<file path="src/rtl/seu_pkg.sv">
package seu_pkg;
    typedef enum logic [2:0] {
        S_IDLE, S_RUN, S_CAPT, S_ADJ, S_PULSE, S_REST, S_FIN
    } seq_st_e;

    localparam int MAX_W = 32;

    // switch toggles that make bystanders hold and the target invert
    function automatic logic [MAX_W-1:0] align_toggles(
        input logic [MAX_W-1:0] sw,
        input logic [MAX_W-1:0] cap,
        input logic [MAX_W-1:0] tgt_1h
    );
        return sw ^ cap ^ tgt_1h;
    endfunction
endpackage

</file>
<file path="src/rtl/wl_bank.sv">
module wl_bank #(
    parameter int N = 8
) (
    input  logic         clk,
    input  logic         rst,
    input  logic         clr,
    input  logic         ce,
    input  logic         gp,
    input  logic [N-1:0] sw,
    output logic [N-1:0] q
);
    always_ff @(posedge clk) begin
        if (rst)      q <= '0;
        else if (gp)  q <= sw;
        else if (clr) q <= '0;
        else if (ce)  q <= q + 1'b1;
    end
endmodule

</file>
<file path="src/rtl/pol_switch_bank.sv">
module pol_switch_bank #(
    parameter int N = 8,
    parameter logic [N-1:0] INIT_POL = 'hA5
) (
    input  logic         clk,
    input  logic         rst,
    input  logic         we,
    input  logic [N-1:0] tog,
    output logic [N-1:0] sw
);
    for (genvar i = 0; i < N; i++) begin : g_sw
        always_ff @(posedge clk) begin
            if (rst)                sw[i] <= INIT_POL[i];
            else if (we && tog[i])  sw[i] <= ~sw[i];
        end
    end
endmodule

</file>
<file path="src/rtl/inj_seq.sv">
module inj_seq
    import seu_pkg::*;
#(
    parameter int N  = 8,
    parameter int CW = 16,
    parameter int TW = 4
) (
    input  logic          clk,
    input  logic          rst,
    input  logic          start,
    input  logic          ref_run,
    input  logic [TW-1:0] target,
    input  logic [CW-1:0] inj_cycle,
    input  logic [CW-1:0] end_cycle,
    input  logic [N-1:0]  st_q,
    input  logic [N-1:0]  sw_q,
    output logic          ce,
    output logic          clr,
    output logic          gpulse,
    output logic          sw_we,
    output logic [N-1:0]  sw_tog,
    output logic          done,
    output logic          err,
    output logic          mismatch
);
    seq_st_e       st, nxt;
    logic [CW-1:0] cnt, inj_l, end_l;
    logic [TW-1:0] tgt_l;
    logic          ref_l, injected;
    logic [N-1:0]  cap, mask, refv, tgt_1h, adj;
    logic          bad;

    assign bad    = !ref_run && ((target >= TW'(N)) || (inj_cycle >= end_cycle));
    assign tgt_1h = N'(1) << tgt_l;
    assign adj    = N'(align_toggles(MAX_W'(sw_q), MAX_W'(cap), MAX_W'(tgt_1h)));

    always_comb begin
        nxt    = st;
        ce     = 1'b0;
        clr    = 1'b0;
        gpulse = 1'b0;
        sw_we  = 1'b0;
        sw_tog = '0;
        case (st)
            S_IDLE:  if (start && !bad) begin clr = 1'b1; nxt = S_RUN; end
            S_RUN: begin
                if (!ref_l && !injected && cnt == inj_l) nxt = S_CAPT;
                else if (cnt == end_l)                   nxt = S_FIN;
                else                                     ce  = 1'b1;
            end
            S_CAPT:  nxt = S_ADJ;
            S_ADJ:   begin sw_we = 1'b1; sw_tog = adj;  nxt = S_PULSE; end
            S_PULSE: begin gpulse = 1'b1;               nxt = S_REST;  end
            S_REST:  begin sw_we = 1'b1; sw_tog = mask; nxt = S_RUN;   end
            S_FIN:   nxt = S_IDLE;
            default: nxt = S_IDLE;
        endcase
    end

    always_ff @(posedge clk) begin
        if (rst) begin
            st <= S_IDLE; cnt <= '0; inj_l <= '0; end_l <= '0; tgt_l <= '0;
            ref_l <= 1'b0; injected <= 1'b0; cap <= '0; mask <= '0;
            refv <= '0; done <= 1'b0; err <= 1'b0; mismatch <= 1'b0;
        end else begin
            st   <= nxt;
            done <= (st == S_FIN);
            case (st)
                S_IDLE: if (start) begin
                    err <= bad;
                    if (!bad) begin
                        ref_l <= ref_run; tgt_l <= target;
                        inj_l <= inj_cycle; end_l <= end_cycle;
                        cnt <= '0; injected <= 1'b0;
                    end
                end
                S_RUN:  if (ce) cnt <= cnt + 1'b1;
                S_CAPT: cap  <= st_q;
                S_ADJ:  mask <= adj;
                S_REST: injected <= 1'b1;
                S_FIN: begin
                    if (ref_l) begin refv <= st_q; mismatch <= 1'b0; end
                    else mismatch <= (st_q != refv);
                end
                default: ;
            endcase
        end
    end
endmodule

</file>
<file path="src/rtl/seu_inject_ctrl.sv">
module seu_inject_ctrl #(
    parameter int N  = 8,
    parameter int CW = 16,
    parameter logic [N-1:0] INIT_POL = 'hA5,
    localparam int TW = $clog2(N) + 1
) (
    input  logic          clk,
    input  logic          rst,
    input  logic          start,
    input  logic          ref_run,
    input  logic [TW-1:0] target,
    input  logic [CW-1:0] inj_cycle,
    input  logic [CW-1:0] end_cycle,
    output logic          run_en,
    output logic          glob_pulse,
    output logic          done,
    output logic          bad_cfg,
    output logic          mismatch,
    output logic [N-1:0]  reg_q,
    output logic [N-1:0]  pol_q
);
    logic         clr, sw_we;
    logic [N-1:0] sw_tog;

    inj_seq #(.N(N), .CW(CW), .TW(TW)) u_seq (
        .clk(clk), .rst(rst), .start(start), .ref_run(ref_run),
        .target(target), .inj_cycle(inj_cycle), .end_cycle(end_cycle),
        .st_q(reg_q), .sw_q(pol_q), .ce(run_en), .clr(clr),
        .gpulse(glob_pulse), .sw_we(sw_we), .sw_tog(sw_tog),
        .done(done), .err(bad_cfg), .mismatch(mismatch)
    );

    pol_switch_bank #(.N(N), .INIT_POL(INIT_POL)) u_sw (
        .clk(clk), .rst(rst), .we(sw_we), .tog(sw_tog), .sw(pol_q)
    );

    wl_bank #(.N(N)) u_wl (
        .clk(clk), .rst(rst), .clr(clr), .ce(run_en), .gp(glob_pulse),
        .sw(pol_q), .q(reg_q)
    );
endmodule

</file>
<file path="config.mk">
export PLATFORM = sky130hd
export DESIGN_NAME = seu_inject_ctrl
export DESIGN_NICKNAME = d
export VERILOG_FILES = /design/src/rtl/seu_pkg.sv /design/src/rtl/wl_bank.sv /design/src/rtl/pol_switch_bank.sv /design/src/rtl/inj_seq.sv /design/src/rtl/seu_inject_ctrl.sv
export SDC_FILE = /design/constraint.sdc
export NUM_CORES = 1
export LEC_CHECK = 0
export ABC_AREA = 0
export BUFFER_PORTS_ARGS = -buffer_cell sky130_fd_sc_hd__buf_4
export CORE_MARGIN = 1.5
export CORE_UTILIZATION = 32
export DETAILED_ROUTE_END_ITERATION = 6
export GPL_TIMING_DRIVEN = 0
export SLEW_MARGIN = 5
export SYNTH_ARGS = -nofsm -noshare
export SYNTH_HDL_FRONTEND = slang
export SYNTH_HIERARCHICAL = 1
export SYNTH_SLANG_ARGS = --single-unit
export TNS_END_PERCENT = 50
</file>
<file path="constraint.sdc">
create_clock -name clk -period 3.65 [get_ports clk]
set_input_delay 0.9125 -clock clk [delete_from_list [all_inputs] [get_ports clk]]
set_output_delay 0.9125 -clock clk [all_outputs]
set_load 0.05 [all_outputs]
</file>
==> metrics.md <==
| Metric | Value |
|---|---|
| Max-cap violation count | 0 |
| Vias in the first global route | 4735 |
| R2r startpoint | u_seq/cnt[3]$_SDFFE_PP0P_ |
| Yosys cell types | 73 |
| DR iter-0 viols | 374 |
| Clk_lat worst skew | 0.35 ns |
| Num rows | 48 |
| Hold path start | u_seq/mask[0]$_SDFFE_PP0P_ |
| Fill cells | 1803 |
| Seq/Total Area, Yosys | 0.356 |
| Detail Placement HPWL | 11400 um |
| CP dominant cell by count | nor2_1 |
| Largest delay share family, worst path | simple AND/OR/NAND/NOR gates |
| Die Span Y | 136 um |
| Clk network pwr share | 0.344 |
| Sequential Power Share | 0.443 |
| Worst-Margin Slew | 0.639 ns |
| Core Area | 0.0172 mm2 |
| Comb pwr share | 0.213 |
| Gr usage total | 0.173 |
| Starting density of the core | 0.327 |
| Crit path required time | 3.90 ns |
| I/O pin count | 61 |
| Multi-input gate area | 0.00328 mm2 |
| Slew Limit Fails | 0 |
| Worst Skew | 0.00561 ns |
| Beginning of the critical path | end_cycle[15] |
| Post-CTS Setup Repair Bufs | 0 |
| Final hold slack | 0.455 ns |
| I/O Buffers | 60 |
| Vias | 5115 |
| Final WL | 15500 um |
| First-pass GRT wire length | 24800 um |
| Die area | 0.0184 mm2 |
| Register area | 0.00200 mm2 |
| Fin. Hold Viols | 0 |
| Final worst path period need | 3.32 ns |
| Data arrival time at the worst-slack endpoint | 3.57 ns |
| CTS Sinks | 100 |
| Drt via density | 5.17 |
| CTS tree | yes |
| Post-Layout Cell Count | 990 |
| Hold bufs inserted after CTS | 0 |
| Root Driver | clkbuf_16 |
| CTS buffer count | 9 |
| Top cell type's share of synthesized area | 0.356 |
| Top post-synthesis cells by count | dfxtp_1 (100), a21oi_1 (75), nand2_1 (59), nand3_1 (51), o21ai_1 (45) |
| Synthesized net count | 747 |
| Cells after DPL | 974 |
| Antenna Cells | 0 |
| Period utilisation layout | 0.909 |
| Wire per inst | 15.6 um |
| Status | finished, final reports clean |
| Longest Clk Path Bufs | 2 |
| Cell with the most instances after synthesis | dfxtp_1 |
| VDD IR-drop max | 210 uV |
| CP Cell Sequence | buf_4, inv_1, ha_1, nand4_1, nor2_1, nand3b_1, a31oi_2, nor2_1, nor2_2, o21ai_0, a211oi_1 |
| P_sw | 0.858 mW |
| Top cells by area, synth | dfxtp_1 (36%), a21oi_1 (6.7%), xor2_1 (5.9%) |
| Final #Nets | 818 |
| Relative slew slack | 0.573 |
| Endpoints failing setup | 0 |
| EDFF count, synth | 0 |
| GP Congestion | 0.810 |
| Hold Crit Class | reg2reg |
| Clock transition at path regs | 0.07 ns |
| Largest net degree at the start of global routing | 16 |
| Switching part of the total power | 0.317 |
| Htree depth | 3 |
| CP Class | in2reg |
| Initial antenna violation count | 0 |
| Drt first pass iters | 5 |
| Netlist Area Pre-Place | 0.00563 mm2 |
| Max Freq | 301 MHz |
| Largest area contributor in the netlist | dfxtp_1 |
| WP buf/inv | 2 |
| CP Max Fanout | 10 |
| Post-CTS sizing | 0 |
| Gate Count Post-Synth | 689 |
| Ys Warns | 6 |
| Total leakage power | 2.66 nW |
| Critical Path Start Type | primary input |
| Width of the die | 136 um |
| Critical path's largest stage delay | 0.60 ns |
| ANT nets after route | 0 |
| RSZ-0062 raised after global routing | no |
| Ys flop type | dfxtp_1 |
| Layout overhead on the synthesized area | 18.0% |
| PwrDens | 408 mW/mm2 |
| Synthesized area per cell | 8.17 um2 |
| FFs w/ async S/R, synth | 0 |
| DRC viols | 0 |
| Share of cells above drive strength 1 | 0.167 |
| GRT overflow | 0 |
| CP Capture Type | register |
| Int Pwr | 1.85 mW |
| Total design power | 2.71 mW |
| CP max-delay cell | a31oi_2 |
| Fin util | 0.385 |
| Synthesized flop and latch total | 100 |
==> layout by cell type, fill, tap and decap left out, types with 9 or more instances in the layout <==
master / netlist / routed
a21oi_1: 75 / 75
a22oi_1: 11 / 11
buf_2: 23 / 23
buf_4: 2 / 62
clkbuf_1: 23 / 25
clkbuf_16: 0 / 9
dfxtp_1: 100 / 100
ha_1: 18 / 18
inv_1: 23 / 23
nand2_1: 59 / 59
nand3_1: 51 / 51
nor2_1: 25 / 25
nor2b_1: 10 / 10
nor3_1: 11 / 11
o211ai_1: 9 / 9
o21ai_0: 23 / 23
o21ai_1: 45 / 45
o21bai_1: 10 / 10
xnor2_1: 19 / 19
xor2_1: 38 / 38
==> logic make-up after synthesis <==
kind of cell	share of synthesized area
AOI/OAI and AO/OA	0.238
xor gates and xnor gates	0.0887
adders and majority gates	0.0400
buffers and inverters	0.0627
DFF	0.356
muxes	0.0142
and+or+nand+nor	0.201
==> path summary, 6_finish.rpt <==
path	end	slack, ns	cells past startpoint
setup reg to reg	u_wl/q[5]$_SDFFE_PP0P_	0.95	11
hold reg to reg	u_seq/mask[0]$_SDFFE_PP0P_	0.45	2
setup / recovery	u_wl/q[3]$_SDFFE_PP0P_	0.33	11
hold / removal	u_seq/mask[0]$_SDFFE_PP0P_	0.45	2
==> per-stage QoR <==
step           TNS, ns  instance area (um2)  worst slack, ns
2_1_floorplan        0                 5630            0.728
4_1_cts              0                 6640            0.338
5_1_grt              0                 6640           0.0694
3_3_place_gp    -0.168                 6360          -0.0561
3_5_place_dp   -0.0552                 6360          -0.0250
6_report             0                 6640            0.332
==> tightest hold or removal path, delay by kind of cell, from the launching register on <==
family	cells	cell delay (ns)
simple gates	1	0.05
flops	1	0.31
compound gates	1	0.05
==> cell type report <==
type	instances	area share
Buffer	54	0.0395
Clock buffer	13	0.0392
Clock inverter	3	0.00320
Inverter	24	0.0136
Multi-Input combinational cell	511	0.493
Sequential cell	100	0.301
Tap cell	225	0.0424
Timing Repair Buffer	60	0.0678
==> routing by layer <==
| layer | track usage | wire, um | vias up |
|---|---|---|---|
| met5 | 0 | 0 | - |
| met4 | 0.0627 | 284 | 0 |
| met3 | 0.0266 | 632 | 21 |
| met2 | 0.257 | 6820 | 122 |
| met1 | 0.251 | 7760 | 2366 |
| li1 | - | - | 2606 |
==> flip-flops by register name, indices dropped and copies added (netlist names), 4 cells and up <==
signal and count:
u_seq/cnt 16, u_seq/end_l 16, u_seq/inj_l 16, u_seq/cap 8, u_seq/mask 8, u_seq/refv 8, u_sw/sw 8, u_wl/q 8
u_seq/tgt_l 4
==> power groups by stage <==
stage | sequential [mW] | combinational (mW) | clock (mW)
final | 1.20 | 0.578 | 0.931
after global routing | 1.21 | 0.638 | 0.991
after CTS | 1.20 | 0.576 | 0.940
after detailed placement | 1.22 | 0.574 | 0
after global placement | 1.22 | 0.573 | 0
after floorplan | 1.23 | 0.385 | 0
Note: power is estimated with default switching activity, not from simulation.
